`config.mk`:
```
export PLATFORM = sky130hd
export DESIGN_NAME = snd_addr_decoder
export DESIGN_NICKNAME = d
export VERILOG_FILES = /design/src/rtl/snd_dec_pkg.sv /design/src/rtl/snd_region_decode.sv /design/src/rtl/snd_bank_shift.sv /design/src/rtl/snd_rdata_mux.sv /design/src/rtl/snd_addr_decoder.sv
export SDC_FILE = /design/constraint.sdc
export NUM_CORES = 1
export LEC_CHECK = 0
export BUFFER_PORTS_ARGS = -buffer_cell sky130_fd_sc_hd__buf_4
export CAP_MARGIN = 10
export CORE_MARGIN = 2
export CORE_UTILIZATION = 33
export CTS_CLUSTER_SIZE = 30
export DETAILED_ROUTE_END_ITERATION = 10
export PLACE_DENSITY = 0.8
export SETUP_SLACK_MARGIN = 0.2
export SYNTH_ARGS = -nofsm -noshare
export SYNTH_HDL_FRONTEND = slang
export SYNTH_SLANG_ARGS = --single-unit
export TNS_END_PERCENT = 1
```
`constraint.sdc`:
```
create_clock -name clk -period 1.9 [get_ports clk]
set_input_delay 0.38 -clock clk [delete_from_list [all_inputs] [get_ports clk]]
set_output_delay 0.38 -clock clk [all_outputs]
set_load 0.005 [all_outputs]
```
`src/rtl/snd_dec_pkg.sv`:
```
package snd_dec_pkg;

    localparam int ADDR_W = 16;

    typedef enum logic [2:0] {
        RGN_RAM  = 3'd0,
        RGN_FM   = 3'd1,
        RGN_PSG  = 3'd2,
        RGN_BANK = 3'd3,
        RGN_WIN  = 3'd4,
        RGN_NONE = 3'd5
    } region_e;

    typedef struct packed {
        logic ram_cs;
        logic fm_cs;
        logic psg_wr;
        logic bank_ld;
        logic win_req;
    } sel_t;

    localparam logic [15:0] PSG_MASK  = 16'hFFF9;
    localparam logic [15:0] PSG_MATCH = 16'h7F11;
    localparam logic [7:0]  BANK_PAGE = 8'h60;
    localparam logic [7:0]  OPEN_BUS  = 8'hFF;

    function automatic region_e classify(input logic [ADDR_W-1:0] a);
        region_e r;
        if (a[15])
            r = RGN_WIN;
        else if (a[15:14] == 2'b00)
            r = RGN_RAM;
        else if (a[15:13] == 3'b010)
            r = RGN_FM;
        else if (a[15:8] == BANK_PAGE)
            r = RGN_BANK;
        else if ((a & PSG_MASK) == PSG_MATCH)
            r = RGN_PSG;
        else
            r = RGN_NONE;
        return r;
    endfunction

endpackage

```
`src/rtl/snd_region_decode.sv`:
```
module snd_region_decode
    import snd_dec_pkg::*;
(
    input  logic [ADDR_W-1:0] addr,
    input  logic              rd,
    input  logic              wr,
    input  logic              fm_en,
    input  logic              psg_en,
    output region_e           region,
    output sel_t              sel
);

    logic access;

    always_comb begin
        access = rd | wr;
        region = classify(addr);
        sel    = '0;
        unique case (region)
            RGN_RAM:  sel.ram_cs  = access;
            RGN_FM:   sel.fm_cs   = access & fm_en;
            RGN_PSG:  sel.psg_wr  = wr & psg_en;
            RGN_BANK: sel.bank_ld = wr;
            RGN_WIN:  sel.win_req = access;
            default:  sel         = '0;
        endcase
    end

    always_comb begin

        psg_wr_write_only_chk: assert (!sel.psg_wr || (wr && psg_en));

        idle_no_select_chk: assert (access || sel == '0);

        onehot_sel_chk: assert ($onehot0({sel.ram_cs, sel.fm_cs, sel.psg_wr, sel.bank_ld, sel.win_req}));
    end

endmodule

```
`src/rtl/snd_bank_shift.sv`:
```
module snd_bank_shift #(
    parameter int BANK_W = 9
) (
    input  logic              clk,
    input  logic              rst,
    input  logic              load,
    input  logic              din,
    output logic [BANK_W-1:0] bank
);

    logic load_q;
    logic take;

    assign take = load & ~load_q;

    always_ff @(posedge clk) begin
        if (rst) begin
            bank   <= '0;
            load_q <= 1'b0;
        end else begin
            load_q <= load;
            if (take)
                bank <= {din, bank[BANK_W-1:1]};
        end
    end


    shift_in_top_chk: assert property (@(posedge clk) disable iff (rst)
        take |=> (bank[BANK_W-1] == $past(din)) && (bank[BANK_W-2:0] == $past(bank[BANK_W-1:1])));


    held_load_stable_chk: assert property (@(posedge clk) disable iff (rst)
        (load && load_q) |=> $stable(bank));

endmodule

```
`src/rtl/snd_rdata_mux.sv`:
```
module snd_rdata_mux
    import snd_dec_pkg::*;
#(
    parameter int DATA_W = 8
) (
    input  region_e           region,
    input  logic              fm_en,
    input  logic [DATA_W-1:0] ram_rdata,
    input  logic [DATA_W-1:0] fm_rdata,
    input  logic [DATA_W-1:0] main_rdata,
    output logic [DATA_W-1:0] rdata
);

    always_comb begin
        case (region)
            RGN_RAM: rdata = ram_rdata;
            RGN_FM:  rdata = fm_en ? fm_rdata : '0;
            RGN_WIN: rdata = main_rdata;
            default: rdata = {DATA_W{1'b1}};
        endcase
    end

endmodule

```
`src/rtl/snd_addr_decoder.sv`:
```
module snd_addr_decoder
    import snd_dec_pkg::*;
#(
    parameter int DATA_W = 8,
    parameter int RAM_AW = 13,
    parameter int WIN_AW = 15,
    parameter int BANK_W = 9
) (
    input  logic                     clk,
    input  logic                     rst,
    input  logic [ADDR_W-1:0]        cpu_addr,
    input  logic                     cpu_rd,
    input  logic                     cpu_wr,
    input  logic [DATA_W-1:0]        cpu_wdata,
    output logic [DATA_W-1:0]        cpu_rdata,
    output logic                     cpu_wait,
    input  logic                     fm_en,
    input  logic                     psg_en,
    output logic                     ram_cs,
    output logic [RAM_AW-1:0]        ram_addr,
    input  logic [DATA_W-1:0]        ram_rdata,
    output logic                     fm_cs,
    input  logic [DATA_W-1:0]        fm_rdata,
    output logic                     psg_wr,
    output logic                     main_req,
    output logic [BANK_W+WIN_AW-1:0] main_addr,
    input  logic                     main_ack,
    input  logic [DATA_W-1:0]        main_rdata
);

    localparam int MAIN_AW = BANK_W + WIN_AW;

    region_e            region;
    sel_t               sel;
    logic [BANK_W-1:0]  bank;

    snd_region_decode u_decode (
        .addr   (cpu_addr),
        .rd     (cpu_rd),
        .wr     (cpu_wr),
        .fm_en  (fm_en),
        .psg_en (psg_en),
        .region (region),
        .sel    (sel)
    );

    snd_bank_shift #(.BANK_W(BANK_W)) u_bank (
        .clk  (clk),
        .rst  (rst),
        .load (sel.bank_ld),
        .din  (cpu_wdata[0]),
        .bank (bank)
    );

    snd_rdata_mux #(.DATA_W(DATA_W)) u_rmux (
        .region     (region),
        .fm_en      (fm_en),
        .ram_rdata  (ram_rdata),
        .fm_rdata   (fm_rdata),
        .main_rdata (main_rdata),
        .rdata      (cpu_rdata)
    );

    assign ram_cs    = sel.ram_cs;
    assign ram_addr  = cpu_addr[RAM_AW-1:0];
    assign fm_cs     = sel.fm_cs;
    assign psg_wr    = sel.psg_wr;
    assign main_req  = sel.win_req;
    assign main_addr = MAIN_AW'({bank, cpu_addr[WIN_AW-1:0]});
    assign cpu_wait  = sel.win_req & ~main_ack;


    fm_gated_read_zero_chk: assert property (@(posedge clk) disable iff (rst)
        (cpu_rd && !fm_en && region == RGN_FM) |-> (cpu_rdata == '0 && !fm_cs));


    wait_needs_request_chk: assert property (@(posedge clk) disable iff (rst)
        cpu_wait |-> (main_req && cpu_addr[ADDR_W-1]));

endmodule

```
==> flow_summary.json <==
{
  "outcome": "finished clean",
  "cp-endpoint": "cpu_rdata[2]",
  "power_mw": 0.5751,
  "clock_skew_ns": 0.005017,
  "synth_area_leader_cell": "buf_4",
  "grt_use_total_pct": 15.80,
  "setup_tns_ns": 0,
  "remaining_drc_errors": 0,
  "nFillCells": 233,
  "fin_crit_ns": 1.686,
  "p_leak_nw": 0.7796,
  "die_w_um": 56.07,
  "path_class": "input pin to output port",
  "wirelength_um": 2656,
  "syn_nets": 157,
  "fmaxAchievable_mhz": 592.9,
  "synth_top_area_share_pct": 23.50,
  "placed_cells": 190,
  "grt_max_degree": 18,
  "cts.path.max_buffers": 2,
  "p_per_area_mw_per_mm2": 398.3,
  "multi_input_area_um2": 473.0,
  "path_cells": "buf_6 > nor4bb_4 > buf_4 > a221o_1 > buf_4",
  "syn_inst": 102,
  "cp-start-kind": "input pin",
  "cpMaxStageDelayCell": "a221o_1",
  "syn_to_final_growth_pct": 61.40,
  "r2r_start": "u_bank.load_q",
  "whs_ns": 0.3316,
  "synth_area_um2": 894.6,
  "antenna_cells": 0,
  "start_util_pct": 35.47,
  "drive_gt1_share_pct": 62.20,
  "port_buffers": 91,
  "clock-sinks": 10,
  "synth_cell_types": 18,
  "grt_pass1_wl_um": 4112,
  "cp.arrival_ns": 1.31,
  "vias": 951,
  "slew_viol_final": 0,
  "dp_hpwl_um": 2176,
  "cts_max_level": 1,
  "synth_warnings": 0,
  "worst_slew_pin_slew_ns": 0.2193,
  "nets": 221,
  "grt.overflow.total": 0,
  "stdcell_count": 194,
  "rows": 18,
  "synth_seq_cells": 10,
  "r2r_setup_slack_ns": 0.70,
  "final_util_pct": 57.24,
  "postCtsSetupBuffers": 0,
  "rsz0062_at_grt": "yes",
  "grt_pass1_vias": 968,
  "regArea_um2": 200.2,
  "rr_endpoint": "u_bank.bank[3]",
  "cts_buffers": 3,
  "die_area_mm2": 0.003143,
  "yosysSeqAreaShare_pct": 22.38,
  "drt-initial-drc-count": 18,
  "clk_transition_reported_paths_ns": 0.06,
  "startpoint": "cpu_addr[14]",
  "gp_congestion": 0.7428,
  "finalHoldViolCount": 0,
  "rr_worst_depth": 2,
  "clk_latency_ns": 0.26,
  "required_ns": 1.52,
  "cts_hold_buf": 0,
  "crit_path_end_kind": "output port",
  "max_stage_delay_ns": 0.33,
  "maxSlewHeadroom_pct": 85.33,
  "dr.pass1.iters": 4,
  "cpMostUsedCell": "buf_4",
  "clockRootBuffer": "clkbuf_4",
  "crit_path_max_fanout": 12,
  "vias_per_cell": 4.902,
  "ios": 105,
  "antenna_found_initial": 0,
  "routedWlPerCell_um": 13.69,
  "syn_area_per_cell_um2": 8.771,
  "synth.area.top_cells": "buf_4, dfxtp_1, mux2i_1",
  "coreArea_mm2": 0.002522,
  "cap_violations": 0,
  "fin_crit_sh_pct": 88.76,
  "tritoncts": "built",
  "setup_violations": 0,
  "hp-class": "input pin to flip-flop",
  "die_y_um": 56.07,
  "ant_nets": 0,
  "ir_drop_v": 0.0002961
}
==> sequential cells by signal, indices dropped and copies added (netlist names) <==
register and count:
u_bank.bank 9, u_bank.load_q 1
==> per-layer routing <==
layer	GRT usage [%]	share of wire [%]
met1	15.69	35
met4	4.422	1.0
met5	0	0
met2	32.27	55
met3	3.023	8.8
==> logic make-up after synthesis <==
kind of cell           after synthesis  share of synthesized area [%]
buffers and inverters               35                          27.41
and+or+nand+nor                     32                          22.24
muxes                               17                          19.02
DFF                                 10                          22.38
AOI/OAI and AO/OA                    8                          8.951
==> where the power goes <==
| part | internal (mW) | switching, mW |
|---|---|---|
| registers | 0.210 | 0.0000201 |
| clock network | 0.0727 | 0.0630 |
| logic | 0.149 | 0.0811 |
| total | 0.431 | 0.144 |
==> timing repair <==
| action | in CTS | in global routing |
|---|---|---|
| cloned | 0 | 1 |
| gates resized for setup | 2 | 5 |
| endpoints found under the setup margin | 4 | 10 |
| pin swaps | 2 | 0 |
==> cells in the mapped netlist <==
cell type  count
nor4_1         2
nor3_1         1
buf_1          1
buf_4         28
nand2b_1      10
nand4_1        1
nor2_1         9
clkbuf_1       4
nor4bb_1       1
mux2i_1       17
nand4b_1       2
or4b_1         1
a221o_1        8
dfxtp_1       10
buf_2          1
nor2b_1        3
buf_6          1
or4_4          2
==> through the flow <==
| stage | worst slack [ns] | instance area [µm²] |
|---|---|---|
| finish | 0.2135 | 1444 |
| floorplan | 0.2060 | 894.6 |
| detailed placement | 0.02714 | 1385 |
| CTS | 0.1802 | 1415 |
| global route | 0.1813 | 1444 |
| global placement | 0.06019 | 1385 |
==> placed cells by master (no fill, tap or decap) <==
master,n
a221o_1,8
buf_2,1
buf_4,91
buf_6,2
clkbuf_4,3
dfxtp_1,10
mux2i_1,17
nand2b_1,10
nand4_1,1
nand4b_1,2
nor2_1,9
nor2b_1,2
nor2b_2,1
nor3_1,1
nor4_1,1
nor4_2,1
nor4bb_4,1
or4_4,2
or4b_1,1
==> layout make-up <==
class | instances | share of cell area, %
clock buffers | 3 | 1.560
multi-input cells | 57 | 32.76
well taps | 30 | 2.600
flip-flops and latches | 10 | 13.86
repair buffers | 94 | 49.22
==> worst max-delay path, delay by kind of cell <==
family	cells	cell delay (ns)
simple gates	1	0.16
buf+inv	3	0.44
compound gates	1	0.33
==> worst min path at each step <==
stage / startpoint / to / slack [ns] / cells after the start
after global routing: cpu_addr[12] / u_bank.load_q / 0.33 / 2
final: cpu_addr[12] / u_bank.load_q / 0.33 / 2
after detailed placement: u_bank.bank[0] / u_bank.bank[0] / 0.48 / 2
after floorplan: cpu_addr[12] / u_bank.load_q / 0.46 / 1
after CTS: cpu_addr[12] / u_bank.load_q / 0.32 / 2
after global placement: u_bank.bank[0] / u_bank.bank[0] / 0.46 / 2
(Power assumes the default switching activity.)
